$ cat config.mk
export PLATFORM = sky130hd
export DESIGN_NAME = hiccup_fault_seq
export DESIGN_NICKNAME = d
export VERILOG_FILES = /design/src/rtl/hcp_pkg.sv /design/src/rtl/hcp_latch.sv /design/src/rtl/hcp_consec.sv /design/src/rtl/hcp_timer.sv /design/src/rtl/hiccup_fault_seq.sv
export SDC_FILE = /design/constraint.sdc
export NUM_CORES = 1
export LEC_CHECK = 0
export BUFFER_PORTS_ARGS = -buffer_cell sky130_fd_sc_hd__buf_2
export CORE_ASPECT_RATIO = 1.5
export CORE_MARGIN = 2
export CORE_UTILIZATION = 35
export DETAILED_ROUTE_END_ITERATION = 10
export GPL_TIMING_DRIVEN = 0
export PLACE_DENSITY_LB_ADDON = 0.2
export SYNTH_ARGS = -nofsm -noshare
export SYNTH_HDL_FRONTEND = slang
export SYNTH_SLANG_ARGS = --single-unit
$ cat constraint.sdc
create_clock -name clk -period 3.7 [get_ports clk]
set_input_delay 0.74 -clock clk [delete_from_list [all_inputs] [get_ports clk]]
set_output_delay 0.74 -clock clk [all_outputs]
set_load 0.005 [all_outputs]
$ cat src/rtl/hcp_pkg.sv
package hcp_pkg;

    typedef enum logic [2:0] {
        ST_SOFT    = 3'd0,
        ST_RUN     = 3'd1,
        ST_OC_WAIT = 3'd2,
        ST_NEG_DIS = 3'd3,
        ST_NEG_PFM = 3'd4,
        ST_OT_OFF  = 3'd5
    } seq_state_t;

    typedef struct packed {
        logic hs_kill;
        logic all_off;
        logic dis_en;
        logic ss_restart;
        logic force_pfm;
        logic fault;
    } seq_out_t;

    function automatic logic st_is_off(seq_state_t s);
        return (s == ST_OC_WAIT) || (s == ST_NEG_DIS) || (s == ST_OT_OFF);
    endfunction

    function automatic logic st_is_fault(seq_state_t s);
        return (s == ST_OC_WAIT) || (s == ST_OT_OFF);
    endfunction

endpackage

$ cat src/rtl/hcp_latch.sv
// Holds an overcurrent hit until the switching cycle closes.
module hcp_latch (
    input  logic clk,
    input  logic rst,
    input  logic en,
    input  logic tick,
    input  logic oc,
    output logic kill,
    output logic hit
);
    logic held;

    always_ff @(posedge clk) begin
        if (rst || !en) begin
            held <= 1'b0;
        end else begin
            held <= (held | oc) & ~tick;
        end
    end

    assign hit  = held | oc;
    assign kill = en & (held | oc);
endmodule

$ cat src/rtl/hcp_consec.sv
// Counts consecutive closed cycles with a hit; pulses trip on the LIMIT-th.
module hcp_consec #(
    parameter int LIMIT = 17
) (
    input  logic clk,
    input  logic rst,
    input  logic en,
    input  logic tick,
    input  logic hit,
    output logic trip
);
    localparam int CW = $clog2(LIMIT + 1);
    logic [CW-1:0] cnt;

    assign trip = en & tick & hit & (cnt == CW'(LIMIT - 1));

    always_ff @(posedge clk) begin
        if (rst || !en) begin
            cnt <= '0;
        end else if (tick) begin
            if (hit && !trip) begin
                cnt <= cnt + 1'b1;
            end else begin
                cnt <= '0;
            end
        end
    end
endmodule

$ cat src/rtl/hcp_timer.sv
// Runs while run is high; done marks the LEN-th clock of a run.
module hcp_timer #(
    parameter int LEN = 128
) (
    input  logic clk,
    input  logic rst,
    input  logic run,
    output logic done
);
    localparam int TW = $clog2(LEN + 1);
    logic [TW-1:0] cnt;

    assign done = run & (cnt == TW'(LEN - 1));

    always_ff @(posedge clk) begin
        if (rst || !run || done) begin
            cnt <= '0;
        end else begin
            cnt <= cnt + 1'b1;
        end
    end
endmodule

$ cat src/rtl/hiccup_fault_seq.sv
module hiccup_fault_seq
    import hcp_pkg::*;
#(
    parameter int OC_TRIP        = 17,
    parameter int NEG_TRIP       = 4,
    parameter int SS_PERIOD_CLKS = 16,
    parameter int HICCUP_PERIODS = 8,
    parameter int PFM_HOLD_CLKS  = 20
) (
    input  logic clk,
    input  logic rst,
    input  logic cyc_tick,
    input  logic oc_flag,
    input  logic neg_flag,
    input  logic in_reg,
    input  logic ot_flag,
    input  logic ss_done,
    output logic hs_kill,
    output logic all_off,
    output logic dis_en,
    output logic ss_restart,
    output logic force_pfm,
    output logic fault
);
    localparam int WAIT_CLKS = HICCUP_PERIODS * SS_PERIOD_CLKS;

    seq_state_t st, st_nxt;
    logic       req_q, req_nxt;
    logic       sw_ok, oc_kill, oc_hit, oc_trip, neg_trip;
    logic       hic_done, pfm_done;
    seq_out_t   o;

    assign sw_ok = !st_is_off(st);

    hcp_latch u_oc_latch (
        .clk(clk), .rst(rst), .en(sw_ok), .tick(cyc_tick),
        .oc(oc_flag), .kill(oc_kill), .hit(oc_hit)
    );

    hcp_consec #(.LIMIT(OC_TRIP)) u_oc_cnt (
        .clk(clk), .rst(rst), .en(sw_ok), .tick(cyc_tick),
        .hit(oc_hit), .trip(oc_trip)
    );

    hcp_consec #(.LIMIT(NEG_TRIP)) u_neg_cnt (
        .clk(clk), .rst(rst), .en(st == ST_RUN), .tick(cyc_tick),
        .hit(neg_flag), .trip(neg_trip)
    );

    hcp_timer #(.LEN(WAIT_CLKS)) u_hic_tmr (
        .clk(clk), .rst(rst), .run(st == ST_OC_WAIT), .done(hic_done)
    );

    hcp_timer #(.LEN(PFM_HOLD_CLKS)) u_pfm_tmr (
        .clk(clk), .rst(rst), .run(st == ST_NEG_PFM), .done(pfm_done)
    );

    always_comb begin
        st_nxt  = st;
        req_nxt = 1'b0;
        if (ot_flag) begin
            st_nxt = ST_OT_OFF;
        end else begin
            unique case (st)
                ST_SOFT: begin
                    if (oc_trip)      st_nxt = ST_OC_WAIT;
                    else if (ss_done) st_nxt = ST_RUN;
                end
                ST_RUN: begin
                    if (oc_trip)       st_nxt = ST_OC_WAIT;
                    else if (neg_trip) st_nxt = ST_NEG_DIS;
                end
                ST_OC_WAIT: begin
                    if (hic_done) begin
                        st_nxt  = ST_SOFT;
                        req_nxt = 1'b1;
                    end
                end
                ST_NEG_DIS: begin
                    if (in_reg) st_nxt = ST_NEG_PFM;
                end
                ST_NEG_PFM: begin
                    if (oc_trip)       st_nxt = ST_OC_WAIT;
                    else if (pfm_done) st_nxt = ST_RUN;
                end
                ST_OT_OFF: begin
                    st_nxt  = ST_SOFT;
                    req_nxt = 1'b1;
                end
                default: st_nxt = ST_SOFT;
            endcase
        end
    end

    always_ff @(posedge clk) begin
        if (rst) begin
            st    <= ST_SOFT;
            req_q <= 1'b0;
        end else begin
            st    <= st_nxt;
            req_q <= req_nxt;
        end
    end

    always_comb begin
        o.all_off    = st_is_off(st);
        o.hs_kill    = o.all_off | oc_kill;
        o.dis_en     = (st == ST_NEG_DIS);
        o.ss_restart = req_q;
        o.force_pfm  = (st == ST_SOFT) || (st == ST_NEG_PFM);
        o.fault      = st_is_fault(st);
    end

    assign hs_kill    = o.hs_kill;
    assign all_off    = o.all_off;
    assign dis_en     = o.dis_en;
    assign ss_restart = o.ss_restart;
    assign force_pfm  = o.force_pfm;
    assign fault      = o.fault;
endmodule

==> key figures, run 1 <==
Clock tree
  – Num CTS Buffers: 3
  – Post-CTS setup buffer count: 0
  – Sink Count: 26
  – Hold Buf Count CTS: 0
  – TritonCTS clock tree: yes
  – Worst-skew pair later-pin latency: 0.28 ns
  – Clk Tree Root Cell: clkbuf_8
  – Max clock buf depth: 2
  – PostCTS Resize Cnt: 0
  – Clock transition at path regs: 0.09 ns
  – H-tree lvl count: 1

Critical path
  – Worst Setup Start Kind: flop
  – RR Startpoint: u_oc_cnt.cnt[0]
  – Worst Setup SP: st[0]
  – CP peak stage delay: 0.40 ns
  – Worst EP required: 2.96 ns
  – Worst Setup End Kind: primary output
  – Cells along the critical path: buf_2 > nand2_1 > o21ai_0 > nand2b_1 > buf_2
  – Most frequent CP cell: buf_2
  – CP max FO: 10
  – Arrival time of the worst setup path: 1.46 ns
  – CP max-delay cell: dfxtp_1
  – Critical path class: flop to primary output

STA
  – Slew Limit Fails: 0
  – Period utilization: 0.5948
  – Fmax: 0.4544 GHz
  – Fin Setup TNS: 0 ns
  – Clk_skew: 0.008822 ns
  – Final hold vios: 0
  – Final Setup Violations: 0
  – Minimum clock period: 2.201 ns
  – Transition time of the tightest slew-check pin: 0.4623 ns
  – Relative slew slack: 0.6911
  – RSZ-0062 raised after global routing: no
  – Smallest setup slack after layout: 1.499 ns

Routing
  – DR iter-0 viols: 24
  – Vias: roughly 1000
  – DRC: 0
  – WL/cell: 11.81 um
  – DR vias/cell: about 5.0
  – Drt first pass iters: 4
  – Remaining antenna violation count after routing: 0
  – Total Wirelength: approximately 2400 um

Synth
  – Synth top area cells: dfxtp_1 40%, xor2_1 6.8%, nor2_1 6.1%
  – Area share of the largest cell type after synthesis: 0.4012
  – Mapped cell area: 1297 sq um
  – Syn avg cell area: roughly 9.0 sq um
  – Prevailing post-synth register cell: dfxtp_1
  – Seq cells post-synth: 26
  – Mapped Nets: ~160
  – Top post-synthesis cells by count: 26 x dfxtp_1, 21 x nor2_1, 10 x xor2_1
  – Post-synthesis cell count: about 140
  – Async set or reset register ratio after synthesis: 0
  – Synth area leader: dfxtp_1
  – Yosys warns: 0
  – Seq/Total Area, Yosys: 0.4012
  – Most common cell in the netlist: dfxtp_1
  – Distinct cell type count after synthesis: between 40 and 50
  – Post-synth EDFFs: 0

Placed design
  – DPL Wire Length: 1828 um
  – GPL Wtd Cong: 0.7461
  – Cell Count Post-Placement: 200
  – Dpl ws: 1.656 ns
  – Placed Area: between 1000 and 1500 sq um
  – I/O Buffers: 13

Finish
  – # diodes: 0
  – FF+latch area: 520.5 sq um
  – Final Cell Area: 1471 sq um
  – Fill cell count: 387
  – Multi-input logic area: 708.2 sq um
  – Area growth from synthesis to layout: 13.40%
  – Fin nets: approximately 180
  – Final Non-Filler Cells: 204
  – Share of post-route cells with drive strength above 1: 0.1739

Hold path
  – Worst Hold Class: flop to flop
  – HP Start: u_pfm_tmr.cnt[0]

Floorplanning
  – I/O pin total: 14
  – Starting density of the core: 0.3589
  – Die Span Y: 78.57 um
  – Core area: 3615 sq um
  – Row Count: 27
  – Die Wd: 53.72 um
  – Die ar.: 4220 sq um

Global route
  – Initial antenna violation count: 0
  – First-pass GRT wire length: 4160 um
  – GR Util All Layers: 0.1309
  – Vias in the first global route: 974
  – Largest net degree at the start of global routing: 15
  – Grt ovf: 0

Run
  – Max Cap Viol: 0

Power
  – Leakage: 0.0005796 uW
  – Pwr Density: 355.8 nW/um^2
  – VDD IR max: 0.0002441 V
  – Overall power: 523.5 uW

Status
  – Status: completed
## metrics by stage
stage,utilization,hold WS [ns]
6_report,0.4071,0.4511
5_1_grt,0.4071,0.4695
3_3_place_gp,0.3918,0.4347
3_5_place_dp,0.3918,0.4417
4_1_cts,0.4071,0.4550
2_1_floorplan,-,0.4176
## flip-flops by register name, summed over array words and instances, names as in the netlist
name,count
u_oc_cnt.cnt,5
ss_restart,1
u_hic_tmr.cnt,8
st,3
u_oc_latch.held,1
u_pfm_tmr.cnt,5
u_neg_cnt.cnt,3
## cell usage in the layout, fill, tap and decap left out, drive strengths merged, types with 3 or more instances in the layout
| cell | synthesis | final |
|---|---|---|
| nor3 | 4 | 4 |
| nor2 | 22 | 22 |
| nand2 | 7 | 7 |
| a21oi | 6 | 6 |
| inv | 7 | 7 |
| nand4 | 4 | 4 |
| buf | 4 | 17 |
| xor2 | 10 | 10 |
| clkbuf | 1 | 5 |
| nand3 | 7 | 7 |
| nor2b | 5 | 5 |
| dfxtp | 26 | 26 |
| ha | 6 | 6 |
| nand3b | 3 | 3 |
| and2 | 3 | 3 |
## cell type report
type,count,share of cell area
clock buffer,4,0.03741
tap,43,0.03656
inverter,7,0.01786
multi-input combinational,106,0.4813
sequential,26,0.3537
timing repair buffer,13,0.04422
buffer,5,0.02891
## worst max-delay path: cells and delay by family (launching register included)
family | cells | cell delay [ns]
AOI/OAI and AO/OA | 1 | 0.20
DFF | 1 | 0.40
and+or+nand+nor | 2 | 0.25
buffers and inverters | 2 | 0.33
## logic make-up (layout without fill, tap and decap cells)
| logic type | count (synthesis) | count (layout) | share of synthesized area |
|---|---|---|---|
| buffers and inverters | 12 | 29 | 0.05303 |
| adders and majority gates | 6 | 6 | 0.05786 |
| DFF | 26 | 26 | 0.4012 |
| AOI/OAI and AO/OA | 19 | 19 | 0.1042 |
| and+or+nand+nor | 68 | 68 | 0.2951 |
| xor gates and xnor gates | 12 | 12 | 0.08100 |
| muxes | 1 | 1 | 0.007715 |
## routing by layer
metal | GRT usage | share of wire
met3 | 0.02281 | 0.047
met1 | 0.1641 | 0.46
met4 | 0.06154 | 0.022
met5 | 0 | 0
met2 | 0.2098 | 0.47
## report_power, final
group          internal (uW)  switching [uW]  leakage (uW)  total (uW)
registers                284            3.70      0.000211         288
clock network           95.2            87.0     0.0000288         182
logic                   24.6            28.6      0.000340        53.2
total                    404             119      0.000580         524
## path summary, 6_finish.rpt
| path | end | slack [ns] | depth (start not counted) |
|---|---|---|---|
| max reg2reg | st[1] | 2.11 | 6 |
| min reg2reg | u_pfm_tmr.cnt[0] | 0.45 | 1 |
| min | u_pfm_tmr.cnt[0] | 0.45 | 1 |
| max | hs_kill | 1.50 | 5 |
(Power assumes the default switching activity.)
==> run 2: changes to the inputs <==
==> constraint.sdc (replaced) <==
create_clock -name clk -period 2 [get_ports clk]
set_input_delay 0.4 -clock clk [delete_from_list [all_inputs] [get_ports clk]]
set_output_delay 0.4 -clock clk [all_outputs]
set_load 0.005 [all_outputs]
==> run 2 against run 1 <==
Via count did not move. Count of clock-buffer cells in the layout did not move. Highest routed layer unchanged. Global-route usage did not move. Register-to-register slack got worse by 1.7 ns. Combinational power rose by 86%. Final cell count did not move.
==> key figures, run 2 (same netlist as run 1, synthesis figures left out) <==
Floorplanning
  – Die Wd: around 54 um
  – Row Count: 27
  – I/O pin total: 14
  – Core area: 3615 sq um
  – Starting density of the core: 0.3589
  – Die Span Y: 78.57 um
  – Die ar.: between 4000 and 5000 sq um

Clock tree
  – TritonCTS clock tree: yes
  – H-tree lvl count: 1
  – Hold Buf Count CTS: 0
  – Num CTS Buffers: 3
  – Worst-skew pair later-pin latency: 0.28 ns
  – Post-CTS setup buffer count: 0
  – Clk Tree Root Cell: clkbuf_8
  – Max clock buf depth: 2
  – Clock transition at path regs: roughly 0.090 ns
  – Sink Count: 26

STA
  – Transition time of the tightest slew-check pin: 0.4623 ns
  – Fmax: between 0.5 and 0.6 GHz
  – RSZ-0062 raised after global routing: no
  – Relative slew slack: 0.6911
  – Final hold vios: 0
  – Clk_skew: 0.008822 ns
  – Final Setup Violations: 0
  – Period utilization: 0.9175
  – Fin Setup TNS: 0 ns
  – Min Hold Slack: ~0.35 ns
  – Slew Limit Fails: 0
  – Minimum clock period: roughly 1.8 ns

Global route
  – Largest net degree at the start of global routing: 15
  – GR Util All Layers: 0.1309
  – Grt ovf: 0
  – First-pass GRT wire length: 4160 um
  – Initial antenna violation count: 0
  – Vias in the first global route: 974

Routing
  – Drt first pass iters: 4
  – Total Wirelength: 2410 um
  – WL/cell: 11.81 um
  – Vias: between 1000 and 1500
  – DRC: 0
  – Remaining antenna violation count after routing: 0
  – DR iter-0 viols: 30
  – DR vias/cell: 5.049

Placed design
  – GPL Wtd Cong: roughly 0.75
  – I/O Buffers: 13
  – DPL Wire Length: 1828 um

Critical path
  – Arrival time of the worst setup path: around 1.4 ns
  – Worst EP required: 1.60 ns
  – Worst Setup Start Kind: flop
  – R2r endpoint: st[1]
  – Critical path class: flop to primary output
  – CP max FO: 10
  – R2r setup slk: 0.41 ns
  – Reg2Reg Depth: 6
  – RR Startpoint: u_oc_cnt.cnt[0]
  – Worst Setup End Kind: primary output

Finish
  – Commonest cells after routing, fill and taps aside: 26 x dfxtp_1, 21 x nor2_1, 13 x buf_2
  – Fin nets: 176
  – Largest regs: u_hic_tmr.cnt x8, u_oc_cnt.cnt x5, u_pfm_tmr.cnt x5
  – Area growth from synthesis to layout: 13.60%
  – Max FFs per register: 8
  – Share of post-route cells with drive strength above 1: 0.1739
  – Reg with most FFs: u_hic_tmr.cnt
  – Commonest non-fill, non-tap cell in the layout: dfxtp_1
  – # diodes: 0

Power
  – Pwr Density: 657.7 nW/um^2
  – Leakage: roughly 0.00058 uW
  – VDD IR max: roughly 0.00045 V

Hold path
  – Worst hold stages: 2
  – Hold Path Sink: ss_restart
  – HP Start: ot_flag
  – Worst Hold Class: input port to flop

Status
  – Status: completed

Run
  – Max Cap Viol: 0
[run 2: cell types whose count changed in the layout (fill, tap and decap cells not counted), sizes merged]
| cell | before | now |
|---|---|---|
| buf | 17 | 16 |
| clkbuf | 5 | 6 |
[run 2: layout make-up]
cell class                 count  area, sq um
fill                         386         2141
multi-input combinational    106        708.2
sequential                    26        520.5
timing repair buffer          13        65.06
clock buffer                   4        55.05
tap                           43        53.80
buffer                         5        45.04
inverter                       7        26.28
[run 2: how the worst max path moves through the flow]
stage,from,endpoint,slack [ns],cells after the start
floorplan,u_pfm_tmr.cnt[0],st[1],0.53,5
global placement,u_oc_cnt.cnt[0],st[1],0.42,6
detailed placement,st[0],hs_kill,0.43,5
CTS,st[0],hs_kill,0.11,5
global route,st[0],hs_kill,0.0005,5
finish,st[0],hs_kill,0.16,5
[run 2: timing repair]
item                                    4_1_cts  5_1_grt
endpoints found under the setup margin        0        1
endpoints found under the hold margin         0        0
gates resized for setup                       0        1
[run 2: power breakdown]
group	switching [uW]	internal [uW]
Combinational	52.9	46.3
Sequential	6.88	526
Clock	161	176
Total	221	749
[run 2: layer usage]
layer | up-vias | GRT usage | routed length, um
met4 | 0 | 0.06154 | 53
met2 | 23 | 0.2098 | 1139
li1 | 528 | - | -
met5 | - | 0 | 0
met1 | 474 | 0.1641 | 1104
met3 | 5 | 0.02281 | 113
[run 2: metrics by stage]
| stage | setup WS, ns | instance area, sq um | std cells | total power, uW | util |
|---|---|---|---|---|---|
| finish | 0.1650 | 1474 | 204 | 969.3 | 0.4078 |
| global route | 0.0005309 | 1474 | 204 | 1017 | 0.4078 |
| CTS | 0.1124 | 1471 | 204 | 984.3 | 0.4071 |
| detailed placement | 0.4279 | 1416 | 200 | 643.8 | 0.3918 |
| global placement | 0.4185 | 1416 | 200 | 643.2 | 0.3918 |
| floorplan | 0.5302 | 1297 | 144 | 611.5 | - |
[run 2: worst max-delay path: stages, from the launching register on]
cell,delay [ns]
dfxtp_1,0.40
clkbuf_4,0.22
nand2_1,0.10
o21ai_0,0.20
nand2b_1,0.13
buf_2,0.10
